--- config.mk ---
export PLATFORM = sky130hd
export DESIGN_NAME = dpq_fetch_queue
export DESIGN_NICKNAME = d
export VERILOG_FILES = /design/src/rtl/dpq_pkg.sv /design/src/rtl/dpq_ext_stage.sv /design/src/rtl/dpq_ptr_fifo.sv /design/src/rtl/dpq_launch_ctl.sv /design/src/rtl/dpq_fetch_queue.sv
export SDC_FILE = /design/constraint.sdc
export NUM_CORES = 1
export LEC_CHECK = 0
export ABC_AREA = 1
export ABC_CLOCK_PERIOD_IN_PS = 3950
export BUFFER_PORTS_ARGS = -buffer_cell sky130_fd_sc_hd__clkbuf_2
export CAP_MARGIN = 5
export CELL_PAD_IN_SITES_DETAIL_PLACEMENT = 1
export CELL_PAD_IN_SITES_GLOBAL_PLACEMENT = 1
export CORE_ASPECT_RATIO = 1.75
export CORE_UTILIZATION = 40
export DETAILED_ROUTE_END_ITERATION = 6
export PLACE_DENSITY = 0.65
export SYNTH_ARGS = -nofsm -noshare
export SYNTH_HDL_FRONTEND = slang
export SYNTH_SLANG_ARGS = --single-unit
--- constraint.sdc ---
create_clock -name clk -period 3.95 [get_ports clk]
set_clock_uncertainty 0.2 [all_clocks]
set_input_delay 0.5925 -clock clk [delete_from_list [all_inputs] [get_ports clk]]
set_output_delay 0.5925 -clock clk [all_outputs]
set_load 0.01 [all_outputs]
--- src/rtl/dpq_pkg.sv ---
package dpq_pkg;
   localparam int unsigned DPQ_REG_W  = 64;
   localparam int unsigned DPQ_ADDR_W = 32;
   localparam int unsigned DPQ_EXT_W  = 4;
   localparam int unsigned DPQ_DEPTH  = 24;

   // next circular index with wrap at an arbitrary depth
   function automatic int unsigned dpq_next_idx(input int unsigned idx, input int unsigned depth);
      return (idx == depth - 1) ? 0 : idx + 1;
   endfunction
endpackage

--- src/rtl/dpq_ext_stage.sv ---
module dpq_ext_stage #(
   parameter int unsigned REG_W  = dpq_pkg::DPQ_REG_W,
   parameter int unsigned ADDR_W = dpq_pkg::DPQ_ADDR_W,
   parameter int unsigned EXT_W  = dpq_pkg::DPQ_EXT_W,
   localparam int unsigned BE_W  = REG_W / 8,
   localparam int unsigned PTR_W = ADDR_W + EXT_W
) (
   input  logic             clk,
   input  logic             rst_n,
   input  logic             reg_wr,
   input  logic [BE_W-1:0]  reg_be,
   input  logic [REG_W-1:0] reg_wdata,
   input  logic             ext_addr_en,
   output logic             push_req,
   output logic             push_zero,
   output logic [PTR_W-1:0] push_ptr
);
   localparam int unsigned EXT_LANE = ADDR_W / 8;

   initial begin
      if (ADDR_W % 8 != 0) $error("dpq_ext_stage: ADDR_W must be a byte multiple");
      if (EXT_W > 8) $error("dpq_ext_stage: EXT_W must fit in one byte lane");
      if (PTR_W > REG_W) $error("dpq_ext_stage: pointer wider than register");
   end

   logic [ADDR_W-1:0] addr_fld;
   assign addr_fld  = reg_wdata[ADDR_W-1:0];
   assign push_req  = reg_wr && reg_be[0];
   assign push_zero = push_req && (addr_fld == '0);

   generate
      if (EXT_W > 0) begin : g_ext
         logic [EXT_W-1:0] ext_q;
         logic [EXT_W-1:0] ext_eff;
         logic             ext_wr;

         assign ext_wr  = reg_wr && reg_be[EXT_LANE];
         assign ext_eff = ext_wr ? reg_wdata[ADDR_W +: EXT_W] : ext_q;

         always_ff @(posedge clk or negedge rst_n) begin
            if (!rst_n)      ext_q <= '0;
            else if (ext_wr) ext_q <= reg_wdata[ADDR_W +: EXT_W];
         end

         assign push_ptr = {(ext_addr_en ? ext_eff : {EXT_W{1'b0}}), addr_fld};

         // the staged portion only changes on a write that covers its byte lane
         a_r4_stage_hold: assert property (@(posedge clk) disable iff (!rst_n)
            !ext_wr |=> $stable(ext_q));
      end else begin : g_noext
         logic unused_en;
         assign unused_en = ext_addr_en;
         assign push_ptr  = addr_fld;
      end
   endgenerate
endmodule

--- src/rtl/dpq_ptr_fifo.sv ---
module dpq_ptr_fifo #(
   parameter int unsigned WIDTH = 36,
   parameter int unsigned DEPTH = dpq_pkg::DPQ_DEPTH,
   localparam int unsigned IDX_W = (DEPTH > 1) ? $clog2(DEPTH) : 1,
   localparam int unsigned CNT_W = $clog2(DEPTH + 1)
) (
   input  logic             clk,
   input  logic             rst_n,
   input  logic             push,
   input  logic [WIDTH-1:0] din,
   input  logic             pop,
   output logic [WIDTH-1:0] head,
   output logic             nonempty,
   output logic             drop,
   output logic [CNT_W-1:0] count
);
   initial begin
      if (DEPTH < 2) $error("dpq_ptr_fifo: DEPTH must be at least 2");
      if (WIDTH < 1) $error("dpq_ptr_fifo: WIDTH must be positive");
   end

   logic [WIDTH-1:0] mem [DEPTH];
   logic [IDX_W-1:0] wr_idx, rd_idx;
   logic             full, do_push, do_pop;

   assign full     = (count == CNT_W'(DEPTH));
   assign nonempty = (count != '0);
   assign do_pop   = pop && nonempty;
   assign do_push  = push && (!full || do_pop);
   assign drop     = push && !do_push;
   assign head     = mem[rd_idx];

   always_ff @(posedge clk or negedge rst_n) begin
      if (!rst_n) begin
         wr_idx <= '0;
         rd_idx <= '0;
         count  <= '0;
      end else begin
         if (do_push) wr_idx <= IDX_W'(dpq_pkg::dpq_next_idx(32'(wr_idx), DEPTH));
         if (do_pop)  rd_idx <= IDX_W'(dpq_pkg::dpq_next_idx(32'(rd_idx), DEPTH));
         case ({do_push, do_pop})
            2'b10:   count <= count + 1'b1;
            2'b01:   count <= count - 1'b1;
            default: count <= count;
         endcase
      end
   end

   always_ff @(posedge clk) begin
      if (do_push) mem[wr_idx] <= din;
   end

   // occupancy never exceeds the capacity
   a_r8_count_bound: assert property (@(posedge clk) disable iff (!rst_n)
      count <= CNT_W'(DEPTH));
   // a dropped push leaves occupancy unchanged
   a_r8_drop_keeps_count: assert property (@(posedge clk) disable iff (!rst_n)
      (push && full && !pop) |=> (count == CNT_W'(DEPTH)));
   // with neither push nor pop, occupancy holds
   a_r2_idle_count_stable: assert property (@(posedge clk) disable iff (!rst_n)
      (!push && !pop) |=> $stable(count));
endmodule

--- src/rtl/dpq_launch_ctl.sv ---
module dpq_launch_ctl #(
   parameter int unsigned PTR_W = 36
) (
   input  logic             clk,
   input  logic             rst_n,
   input  logic             nonempty,
   input  logic [PTR_W-1:0] head,
   input  logic             desc_done,
   input  logic             err_clear,
   input  logic             zero_evt,
   input  logic             drop_evt,
   output logic             pop,
   output logic             launch_valid,
   output logic [PTR_W-1:0] launch_ptr,
   output logic             err_halt,
   output logic             ovf_sticky
);
   logic busy_q;

   assign pop = !busy_q && !err_halt && nonempty;

   always_ff @(posedge clk or negedge rst_n) begin
      if (!rst_n) begin
         busy_q       <= 1'b0;
         launch_valid <= 1'b0;
         launch_ptr   <= '0;
         err_halt     <= 1'b0;
         ovf_sticky   <= 1'b0;
      end else begin
         launch_valid <= pop;
         if (pop) begin
            launch_ptr <= head;
            busy_q     <= 1'b1;
         end else if (desc_done) begin
            busy_q     <= 1'b0;
         end
         if (zero_evt)       err_halt <= 1'b1;
         else if (err_clear) err_halt <= 1'b0;
         if (drop_evt)       ovf_sticky <= 1'b1;
         else if (err_clear) ovf_sticky <= 1'b0;
      end
   end

   // launch is a single-cycle pulse
   a_r6_single_pulse: assert property (@(posedge clk) disable iff (!rst_n)
      launch_valid |=> !launch_valid);
   // a halted channel issues no launch
   a_r7_no_launch_halted: assert property (@(posedge clk) disable iff (!rst_n)
      err_halt |=> !launch_valid);
   // error stays until cleared
   a_r7_err_sticky: assert property (@(posedge clk) disable iff (!rst_n)
      (err_halt && !err_clear) |=> err_halt);
   // overflow stays until cleared
   a_r8_ovf_sticky: assert property (@(posedge clk) disable iff (!rst_n)
      (ovf_sticky && !err_clear) |=> ovf_sticky);
endmodule

--- src/rtl/dpq_fetch_queue.sv ---
module dpq_fetch_queue #(
   parameter int unsigned REG_W  = dpq_pkg::DPQ_REG_W,
   parameter int unsigned ADDR_W = dpq_pkg::DPQ_ADDR_W,
   parameter int unsigned EXT_W  = dpq_pkg::DPQ_EXT_W,
   parameter int unsigned DEPTH  = dpq_pkg::DPQ_DEPTH,
   localparam int unsigned BE_W  = REG_W / 8,
   localparam int unsigned PTR_W = ADDR_W + EXT_W,
   localparam int unsigned CNT_W = $clog2(DEPTH + 1)
) (
   input  logic             clk,
   input  logic             rst_n,
   input  logic             reg_wr,
   input  logic [BE_W-1:0]  reg_be,
   input  logic [REG_W-1:0] reg_wdata,
   input  logic             ext_addr_en,
   input  logic             err_clear,
   input  logic             desc_done,
   output logic             launch_valid,
   output logic [PTR_W-1:0] launch_ptr,
   output logic             err_halt,
   output logic             ovf_sticky,
   output logic [CNT_W-1:0] fill_count
);
   initial begin
      if (REG_W % 8 != 0) $error("dpq_fetch_queue: REG_W must be a byte multiple");
   end

   logic             push_req, push_zero, fifo_drop, fifo_nonempty, fifo_pop;
   logic [PTR_W-1:0] push_ptr, fifo_head;

   dpq_ext_stage #(.REG_W(REG_W), .ADDR_W(ADDR_W), .EXT_W(EXT_W)) u_stage (
      .clk, .rst_n, .reg_wr, .reg_be, .reg_wdata, .ext_addr_en,
      .push_req, .push_zero, .push_ptr);

   dpq_ptr_fifo #(.WIDTH(PTR_W), .DEPTH(DEPTH)) u_fifo (
      .clk, .rst_n,
      .push(push_req && !push_zero), .din(push_ptr),
      .pop(fifo_pop), .head(fifo_head), .nonempty(fifo_nonempty),
      .drop(fifo_drop), .count(fill_count));

   dpq_launch_ctl #(.PTR_W(PTR_W)) u_ctl (
      .clk, .rst_n, .nonempty(fifo_nonempty), .head(fifo_head),
      .desc_done, .err_clear, .zero_evt(push_zero), .drop_evt(fifo_drop),
      .pop(fifo_pop), .launch_valid, .launch_ptr, .err_halt, .ovf_sticky);

   // a zero address is never handed to the fetch engine
   a_r7_nonzero_launch: assert property (@(posedge clk) disable iff (!rst_n)
      launch_valid |-> (launch_ptr[ADDR_W-1:0] != '0));
   // a write without the low byte lane leaves occupancy as is when no launch pops
   a_r2_no_low_byte: assert property (@(posedge clk) disable iff (!rst_n)
      (reg_wr && !reg_be[0] && !fifo_pop) |=> $stable(fill_count));
endmodule

==> impl_metrics.csv, run 1 <==
group,metric,value,unit
place,gp_congestion,0.810,
cells_and_area,area_growth,16.3,%
logic_synthesis,synthCells,2863,
sta,fmax,323,MHz
hold_path,hp-start,"reg_wdata[0]",
grt,antenna_found_initial,1,
sta,setup_tns,0,ns
run,maxCapViolations,0,
cells_and_area,final_core_util,0.470,
clocking,numCtsBuffers,86,
critical_path,path_class,"input port to register",
grt,grt_pass1_wl,169000,µm
critical_path,reg2reg_depth,7,
clocking,post-cts-setup-buffers,0,
cells_and_area,nNetsFinal,3086,
hold_path,min_path_type,"input port to register",
clocking,htreeDepth,3,
sta,finalCritPeriodShare,0.783,
sta,finalSetupViolCount,0,
grt,grt_max_degree,185,
cells_and_area,drive_above_1_share,0.130,
critical_path,critPathCaptureType,"register",
critical_path,arrival,3.29,ns
floorplan,initial_core_util,0.404,
clocking,cts-root-buf,"clkbuf_16",
sta,rsz0062_at_grt,"no",
clocking,clkLatencyLatePin,0.68,ns
power,pwr_density_cell,719,nW/µm²
sta,whs,0.169,ns
critical_path,r2r-start,"u_fifo.rd_idx[0]",
grt,grt_use_total,0.248,
logic_synthesis,synth_edf_count,864,
logic_synthesis,ys_seq_area_frac,0.749,
logic_synthesis,ys_warn_count,0,
route,drc,0,
hold_path,whs_path_depth,1,
clocking,ctsLongestPathBuffers,3,
clocking,cts_tree,"done",
place,dpl.hpwl,67800,µm
logic_synthesis,synth-seq-cells,923,
critical_path,startpoint_type,"input port",
critical_path,worstPathRequired,4.14,ns
critical_path,reg2reg_to,"u_ctl.launch_ptr[0]",
sta,tightest_slew,0.957,ns
critical_path,rrSetupSlack,0.97,ns
power,ir_drop,0.000417,V
route,ant_nets,0,
status,outcome,"finished clean",
sta,hold_viol_final,0,
route,drt_first_pass_iters,5,
clocking,clkTransAtPathRegs,0.07,ns
sta,period_needed,3.09,ns
floorplan,die-height,402,µm
grt,grt_pass1_vias,26000,
cells_and_area,diodes,0,
route,finalWirelength,114000,µm
floorplan,die_area,92800,µm²
logic_synthesis,netlist_area,36600,µm²
route,first_iter_violations,1939,
grt,overflow,0,
hold_path,whs_endpoint,"u_fifo.mem[19][0]",
logic_synthesis,synthArstFlopShare,0.0639,
floorplan,die_x,231,µm
logic_synthesis,ys.flop_type,"edfxtp_1",
route,routedWlPerCell,26.9,µm
floorplan,num_rows,146,
route,vias,24300,
floorplan,ios,122,
sta,slew-limit-headroom,0.362,
clocking,cts.sinks,923,
sta,slew_viol_final,0,
logic_synthesis,synth_cell_types,31,
power,leakagePower,14.3,nW
logic_synthesis,synth_area_per_cell,12.8,µm²
critical_path,crit_fanout,14,
place,numPortBuffers,87,
floorplan,core_area,90600,µm²
logic_synthesis,syn-num-nets,2950,
route,vias_per_cell,5.70,
==> per-layer routing <==
metal	part of all wire	vias up	GRT usage
met5	0	-	0
met4	0.035	0	0.0941
met3	0.036	196	0.0271
met2	0.54	591	0.462
met1	0.39	12800	0.290
li1	-	10700	-
==> placed cells by master, fill, tap and decap left out, types with 23 or more instances in the layout <==
| master | n |
|---|---|
| o21ai_0 | 360 |
| o211ai_1 | 144 |
| inv_1 | 43 |
| nor2_4 | 24 |
| o22ai_1 | 74 |
| clkbuf_2 | 86 |
| nand2_1 | 188 |
| clkbuf_16 | 87 |
| dfrtp_1 | 54 |
| clkinv_2 | 23 |
| buf_4 | 80 |
| o21ai_1 | 85 |
| edfxtp_1 | 864 |
| buf_12 | 62 |
| nor2_1 | 602 |
| nand3_1 | 191 |
==> cell type report <==
cell class | count | area (µm²)
Tap cell | 1184 | 1480
Fill cell | 9307 | 48000
Timing Repair Buffer | 238 | 2370
Clock buffer | 107 | 2300
Clock inverter | 55 | 552
Multi-Input combinational cell | 1700 | 8240
Inverter | 50 | 200
Sequential cell | 923 | 27400
==> flip-flops by register name, indices dropped and copies added, names as in the netlist <==
name                 flops
u_ctl.err_halt           1
u_ctl.launch_valid       1
u_fifo.rd_idx            5
u_ctl.ovf_sticky         1
u_fifo.mem             864
u_stage.g_ext.ext_q      4
u_ctl.launch_ptr        36
u_ctl.busy_q             1
u_fifo.count             5
u_fifo.wr_idx            5
==> timing repair <==
item	in CTS	in global routing
resized for setup	0	0
hold endpoints to repair	68	0
hold buffers	10	0
==> cells by family after synthesis <==
logic type / after synthesis / synth area share
simple gates: 1015 / 0.111
flops: 923 / 0.749
compound gates: 670 / 0.104
buf+inv: 240 / 0.0311
fa+ha+maj: 9 / 0.00328
xor+xnor: 6 / 0.00143
==> through the flow <==
stage	setup WS, ns	cell area, µm²	cells	total power, mW
2_1_floorplan	0.459	36600	2863	18.1
3_3_place_gp	0.131	39600	4085	21.9
3_5_place_dp	0.244	39600	4085	22.3
4_1_cts	0.860	42600	4257	30.9
5_1_grt	0.754	42600	4257	32.1
6_report	0.857	42600	4257	30.6
==> power breakdown <==
group	switching (mW)	internal (mW)
clock	3.76	4.77
sequential	0.402	11.3
combinational	7.38	2.98
total	11.5	19.1
==> critical path, cell delays in order <==
cell	delay (ns)
dlygate4sd3_1	0.52
clkbuf_2	0.15
nor2_1	0.13
and2_1	0.21
nand2_1	0.07
nor2_1	0.04
nand2_1	0.10
buf_4	0.13
nand3_1	0.15
buf_4	0.21
nor2_4	0.69
buf_4	0.27
==> Yosys cell counts, drive strengths merged (2+ instances only) <==
library cell / n / area share
nand4: 3 / 0.00051
o22ai: 74 / 0.013
nor3: 2 / 0.00027
nand2: 189 / 0.019
nor2: 627 / 0.064
a21oi: 4 / 0.00055
clkbuf: 100 / 0.010
ha: 8 / 0.0027
edfxtp: 864 / 0.71
xor2: 5 / 0.0012
o21ai: 445 / 0.061
o211ai: 144 / 0.030
and2: 2 / 0.00034
buf: 90 / 0.016
inv: 50 / 0.0051
nand3: 191 / 0.026
dfrtp: 59 / 0.040
==> how the worst max path moves through the flow <==
stage | from | endpoint | slack (ns) | depth (start not counted)
after global placement | reg_wdata[25] | u_fifo.count[4] | 0.13 | 20
after floorplan | reg_wdata[15] | u_fifo.mem[11][0] | 0.46 | 9
after global routing | reg_wdata[15] | u_fifo.count[4] | 0.75 | 19
final | reg_wdata[15] | u_fifo.mem[23][28] | 0.86 | 12
after CTS | reg_wdata[15] | u_fifo.mem[23][28] | 0.86 | 12
after detailed placement | reg_wdata[25] | u_fifo.count[4] | 0.24 | 20
(Power assumes the default switching activity.)
==> run 2, diff against run 1 <==
- ABC_CLOCK_PERIOD_IN_PS: 3950 -> 3200
- clock period: 3.95 -> 3.2 ns (I/O delays scaled with it)
==> run 2 against run 1 <==
- final cell count is 0.78% higher
- worst hold slack worse by 0.16 ns
- global-route usage grew 0.23 points
- critical path depth rose by 8
- die area did not move
- count of clock-buffer cells in the layout rose by 4
- cell area increased by 0.92%
- non-clock buffer count increased by 35
- sequential power up 23%
- combinational power up 23%
- register-to-register slack got worse by 0.57 ns
- worst setup slack got worse by 0.61 ns
==> impl_metrics.csv, run 2 (synthesized netlist as in run 1, its figures left out) <==
group,metric,value,unit
status,outcome,"finished clean",
power,swShare,0.376,
hold_path,min_path_type,"input port to register",
sta,finalSetupViolCount,0,
route,vias,24200,
run,maxCapViolations,0,
power,power.share.clock,0.274,
power,pwr-share-comb,0.342,
place,numPortBuffers,87,
floorplan,num_rows,146,
floorplan,die_area,92800,µm²
power,fin_total_pwr,37.5,mW
power,pwr_density_cell,873,nW/µm²
sta,fmax,338,MHz
route,drc,0,
clocking,cts-root-buf,"clkbuf_16",
sta,period_needed,2.95,ns
power,ir_drop,0.00115,V
clocking,cts_tree,"done",
clocking,clkTransAtPathRegs,0.07,ns
critical_path,worstPathRequired,3.58,ns
critical_path,path_common_cell,"nand2_1",
power,p_int,23.4,mW
critical_path,path_class,"input port to register",
route,ant_nets,0,
cells_and_area,largest_reg_flops,864,
cells_and_area,reg_top3,"u_fifo.mem (864), u_ctl.launch_ptr (36)",
grt,grt_pass1_vias,26200,
floorplan,die-height,402,µm
grt,grt_use_total,0.251,
cells_and_area,nNetsFinal,3121,
sta,setup_tns,0,ns
grt,antenna_found_initial,1,
cells_and_area,area_growth,17.4,%
critical_path,startpoint_type,"input port",
critical_path,critPathCaptureType,"register",
cells_and_area,final_common_cell,"edfxtp_1",
cells_and_area,largest_register,"u_fifo.mem",
route,vias_per_cell,5.64,
sta,slew-limit-headroom,0.368,
clocking,clkLatencyLatePin,0.69,ns
grt,grt_max_degree,207,
critical_path,crit_chain,"clkbuf_2, nor2_1, buf_4, nand4_1, buf_4, nor2_1, buf_4, nand2_1, nand2_1, nand2_1, inv_1, ha_1, nand2_1, nor2_1, a211oi_1, nand2_1, nand2_1, nand3_1, nand2_1, inv_1",
power,power_frac_seq,0.384,
cells_and_area,layout_common_cells,"edfxtp_1 (864), nor2_1 (603), o21ai_0 (360), nand3_1 (191), nand2_1 (188)",
floorplan,die_x,231,µm
clocking,post-cts-setup-buffers,0,
clocking,cts.sinks,923,
cells_and_area,drive_above_1_share,0.138,
power,leakagePower,14.5,nW
sta,hold_viol_final,0,
sta,rsz0062_at_grt,"no",
sta,finalCritPeriodShare,0.923,
clocking,numCtsBuffers,86,
clocking,htreeDepth,3,
route,finalWirelength,115000,µm
floorplan,initial_core_util,0.404,
floorplan,core_area,90600,µm²
sta,slew_viol_final,0,
grt,overflow,0,
critical_path,crit_fanout,3,
power,switchingPower,14.1,mW
critical_path,crit_slowest_cell,"nor2_1",
sta,whs,0.00910,ns
critical_path,arrival,3.34,ns
route,drt_first_pass_iters,6,
critical_path,slowest_delay,0.54,ns
cells_and_area,diodes,0,
sta,tightest_slew,0.949,ns
clocking,ctsLongestPathBuffers,3,
route,routedWlPerCell,26.8,µm
route,first_iter_violations,1904,
floorplan,ios,122,
place,gp_congestion,0.812,
place,dpl.hpwl,71700,µm
grt,grt_pass1_wl,170000,µm
run 2: cell types whose count changed in the layout (fill, tap and decap cells not counted), moves of 2 or more:
cell           delta
buf_4            +21
buf_12           +16
clkinv_2         -10
clkinvlp_4        +4
bufinv_16         -3
clkbuf_1          +3
clkinv_1          +2
clkinv_4          +2
dlygate4sd3_1     -2
inv_16            -2
run 2: per-stage QoR:
step | cell area (µm²) | worst slack (ns) | instances | util
floorplan | 36600 | -0.178 | 2863 | -
global placement | 40100 | -0.526 | 4122 | 0.443
detailed placement | 40100 | -0.528 | 4122 | 0.443
CTS | 43000 | 0.207 | 4290 | 0.474
global route | 43000 | 0.0216 | 4290 | 0.474
finish | 43000 | 0.246 | 4290 | 0.474
run 2: cell type report:
type,instances,area (µm²)
multi-input combinational,1700,8240
tap,1184,1480
sequential,923,27400
clock buffer,111,2330
clock inverter,49,464
timing repair buffer,273,2830
inverter,50,200
fill,9287,47600
run 2: power groups by stage:
stage          clock [mW]  sequential (mW)  combinational, mW
2_1_floorplan           0             14.6               7.78
3_3_place_gp            0             14.6               12.5
3_5_place_dp            0             14.7               12.9
4_1_cts              10.5             14.4               13.0
5_1_grt              10.8             14.5               14.0
6_report             10.3             14.4               12.8
run 2: worst max-delay path, delay by kind of cell:
kind                       cells  cell delay (ns)
AOI/OAI and AO/OA              1             0.24
adders and majority gates      1             0.28
and+or+nand+nor               12             1.49
buffers and inverters          6             0.84
run 2: layer usage:
layer  wire [µm]  track usage  up-vias
li1            -            -    10800
met1       42500        0.282    12500
met5          10            0        -
met4        5320        0.121        2
met3        4680       0.0284      215
met2       62600        0.465      673
run 2: final timing paths:
path	slack [ns]	to	cells past startpoint	from
min in group asynchronous	0.18	u_ctl.launch_ptr[18]	2	rst_n
setup reg to reg	0.40	u_fifo.mem[20][35]	10	u_fifo.count[1]
hold reg to reg	0.28	u_ctl.launch_ptr[2]	2	u_ctl.launch_ptr[2]
setup / recovery	0.25	u_fifo.count[4]	20	reg_wdata[25]
max in group asynchronous	1.89	u_ctl.launch_ptr[26]	3	rst_n
hold / removal	0.009	u_ctl.err_halt	3	reg_wr
run 2: what timing repair did:
action / in CTS / in global routing
hold endpoints to repair: 48 / 0
resized for setup: 0 / 0
hold buffers: 8 / 0
==> run 3, diff against run 2 <==
- CORE_UTILIZATION: 40 -> 51
- CTS_CLUSTER_SIZE: default -> 10
- PLACE_DENSITY: 0.65 -> 0.8
==> run 3 against run 2 <==
- the run now ends with design-rule violations left
- fmax increased by 4.1%
- utilization increased by 13 points
- non-clock buffer count decreased by 3
- combinational power increased by 5%
- critical path depth decreased by 11
- wire length increased by 5.3%
- die area decreased by 21%
- worst hold slack improved by 0.097 ns
- critical path type is now register to register
- critical endpoint is now u_ctl.launch_ptr[17]
- largest cell class unchanged
==> impl_metrics.csv, run 3 (synthesized netlist as in run 1, its figures left out) <==
group,metric,value,unit
critical_path,worstPathRequired,3.61,ns
floorplan,num_rows,129,
critical_path,startpoint_type,"register",
route,drc,1,
clocking,clkLatencyLatePin,0.67,ns
sta,period_needed,2.84,ns
sta,slew-limit-headroom,0.362,
cells_and_area,nNetsFinal,3134,
clocking,htreeDepth,3,
power,pwr_density_cell,904,nW/µm²
clocking,clkTransAtPathRegs,0.06,ns
grt,grt_use_total,0.336,
sta,rsz0062_at_grt,"no",
critical_path,crit_fanout,63,
cells_and_area,drive_above_1_share,0.131,
clocking,ctsLongestPathBuffers,3,
critical_path,critPathCaptureType,"register",
floorplan,die-height,356,µm
sta,slew_viol_final,0,
critical_path,crit_slowest_cell,"dfrtp_4",
floorplan,die_x,205,µm
cells_and_area,layout_common_cells,"edfxtp_1 (864), nor2_1 (603), o21ai_0 (360), nand3_1 (191), nand2_1 (188)",
route,first_iter_violations,2926,
run,maxCapViolations,0,
place,numPortBuffers,87,
status,outcome,"finished, violations left",
cells_and_area,seq_area,27400,µm²
sta,whs,0.106,ns
place,gp_congestion,0.827,
place,dpl.hpwl,69800,µm
critical_path,path_buf_inv,3,
power,fin_total_pwr,38.4,mW
grt,grt_max_degree,178,
route,ant_nets,0,
cells_and_area,largest_reg_flops,864,
floorplan,core_area,70900,µm²
cells_and_area,final_common_cell,"edfxtp_1",
critical_path,cp_top_family,"buffers and inverters",
grt,grt_pass1_vias,28100,
clocking,cts.sinks,923,
cells_and_area,fillers,6819,
sta,fmax,352,MHz
grt,grt_pass1_wl,177000,µm
critical_path,arrival,3.24,ns
critical_path,path_class,"register to register",
cells_and_area,multi_input_area,8240,µm²
clocking,post-cts-setup-buffers,0,
floorplan,die_area,72900,µm²
route,vias,25900,
floorplan,ios,122,
clocking,ctsHoldBuffers,10,
sta,tightest_slew,0.957,ns
grt,antenna_found_initial,1,
hold_path,min_path_type,"input port to register",
route,drt_first_pass_iters,7,
clocking,cts-root-buf,"clkbuf_16",
clocking,post_cts_resized,0,
cells_and_area,largest_register,"u_fifo.mem",
sta,hold_viol_final,0,
cells_and_area,area_growth,16.0,%
critical_path,crit_chain,"inv_8, buf_12, buf_12, o21ai_0, o22ai_1, nand2_1, nand3_1, nand3_1, nand2_1",
status,violations,"design-rule violations",
grt,overflow,0,
sta,finalCritPeriodShare,0.887,
clocking,numCtsBuffers,102,
floorplan,initial_core_util,0.517,
sta,setup_tns,0,ns
route,routedWlPerCell,30.0,µm
route,vias_per_cell,6.42,
route,finalWirelength,121000,µm
cells_and_area,reg_top3,"u_fifo.mem (864), u_ctl.launch_ptr (36)",
power,leakagePower,14.4,nW
sta,finalSetupViolCount,0,
clocking,cts_tree,"done",
power,ir_drop,0.000641,V
critical_path,slowest_delay,0.59,ns
run 3: cell types whose count changed in the layout (fill, tap and decap cells not counted), moves of 2 or more:
| cell | previous run | this run |
|---|---|---|
| inv_6 | 2 | 4 |
| clkbuf_1 | 18 | 63 |
| clkbuf_16 | 87 | 102 |
| buf_12 | 78 | 60 |
| clkinv_4 | 2 | 0 |
| clkinv_1 | 16 | 1 |
| inv_16 | 0 | 2 |
| clkinv_2 | 13 | 0 |
| buf_4 | 101 | 114 |
| clkinv_8 | 3 | 1 |
| bufinv_16 | 6 | 0 |
| clkbuf_8 | 6 | 0 |
| dlygate4sd3_1 | 8 | 10 |
| clkinvlp_4 | 6 | 0 |
run 3: per-layer routing:
layer / global-route usage / routed length (µm) / up-vias
met5: 0 / 17 / -
met4: 0.218 / 8180 / 2
li1: - / - / 10800
met2: 0.585 / 62800 / 1464
met1: 0.381 / 41700 / 13200
met3: 0.0521 / 8400 / 419
run 3: metrics by stage:
stage / util / setup slack [ns] / cell area, µm² / std cells
floorplan: - / -0.178 / 36600 / 2863
global placement: 0.558 / -0.198 / 39500 / 3850
global route: 0.600 / 0.280 / 42500 / 4033
CTS: 0.600 / 0.412 / 42500 / 4033
detailed placement: 0.558 / -0.173 / 39500 / 3850
finish: 0.600 / 0.363 / 42500 / 4034
run 3: layout make-up:
type,count,area share
repair buffers,270,0.0609
multi-input cells,1700,0.194
clock inverters,8,0.00224
flip-flops and latches,923,0.646
clock buffers,165,0.0656
well taps,917,0.0270
diodes,1,0.0000589
inverters,50,0.00471
run 3: final timing paths:
path                                        end           startpoint  slack, ns  cells past startpoint
min in group asynchronous  u_ctl.launch_ptr[22]                rst_n       0.25                      2
hold / removal               u_fifo.mem[17][29]        reg_wdata[29]       0.11                      2
setup reg to reg           u_ctl.launch_ptr[17]     u_fifo.rd_idx[0]       0.36                      9
setup / recovery           u_ctl.launch_ptr[17]     u_fifo.rd_idx[0]       0.36                      9
hold reg to reg             u_ctl.launch_ptr[8]  u_ctl.launch_ptr[8]       0.28                      2
max in group asynchronous      u_fifo.rd_idx[0]                rst_n       1.82                      2
run 3: where the power goes:
| part | total [mW] | internal (mW) | leakage [nW] | switching, mW |
|---|---|---|---|---|
| Combinational | 13.4 | 3.79 | 4.55 | 9.65 |
| Clock | 10.6 | 5.92 | 1.38 | 4.67 |
| Sequential | 14.4 | 14.0 | 8.49 | 0.405 |
| Total | 38.4 | 23.7 | 14.4 | 14.7 |
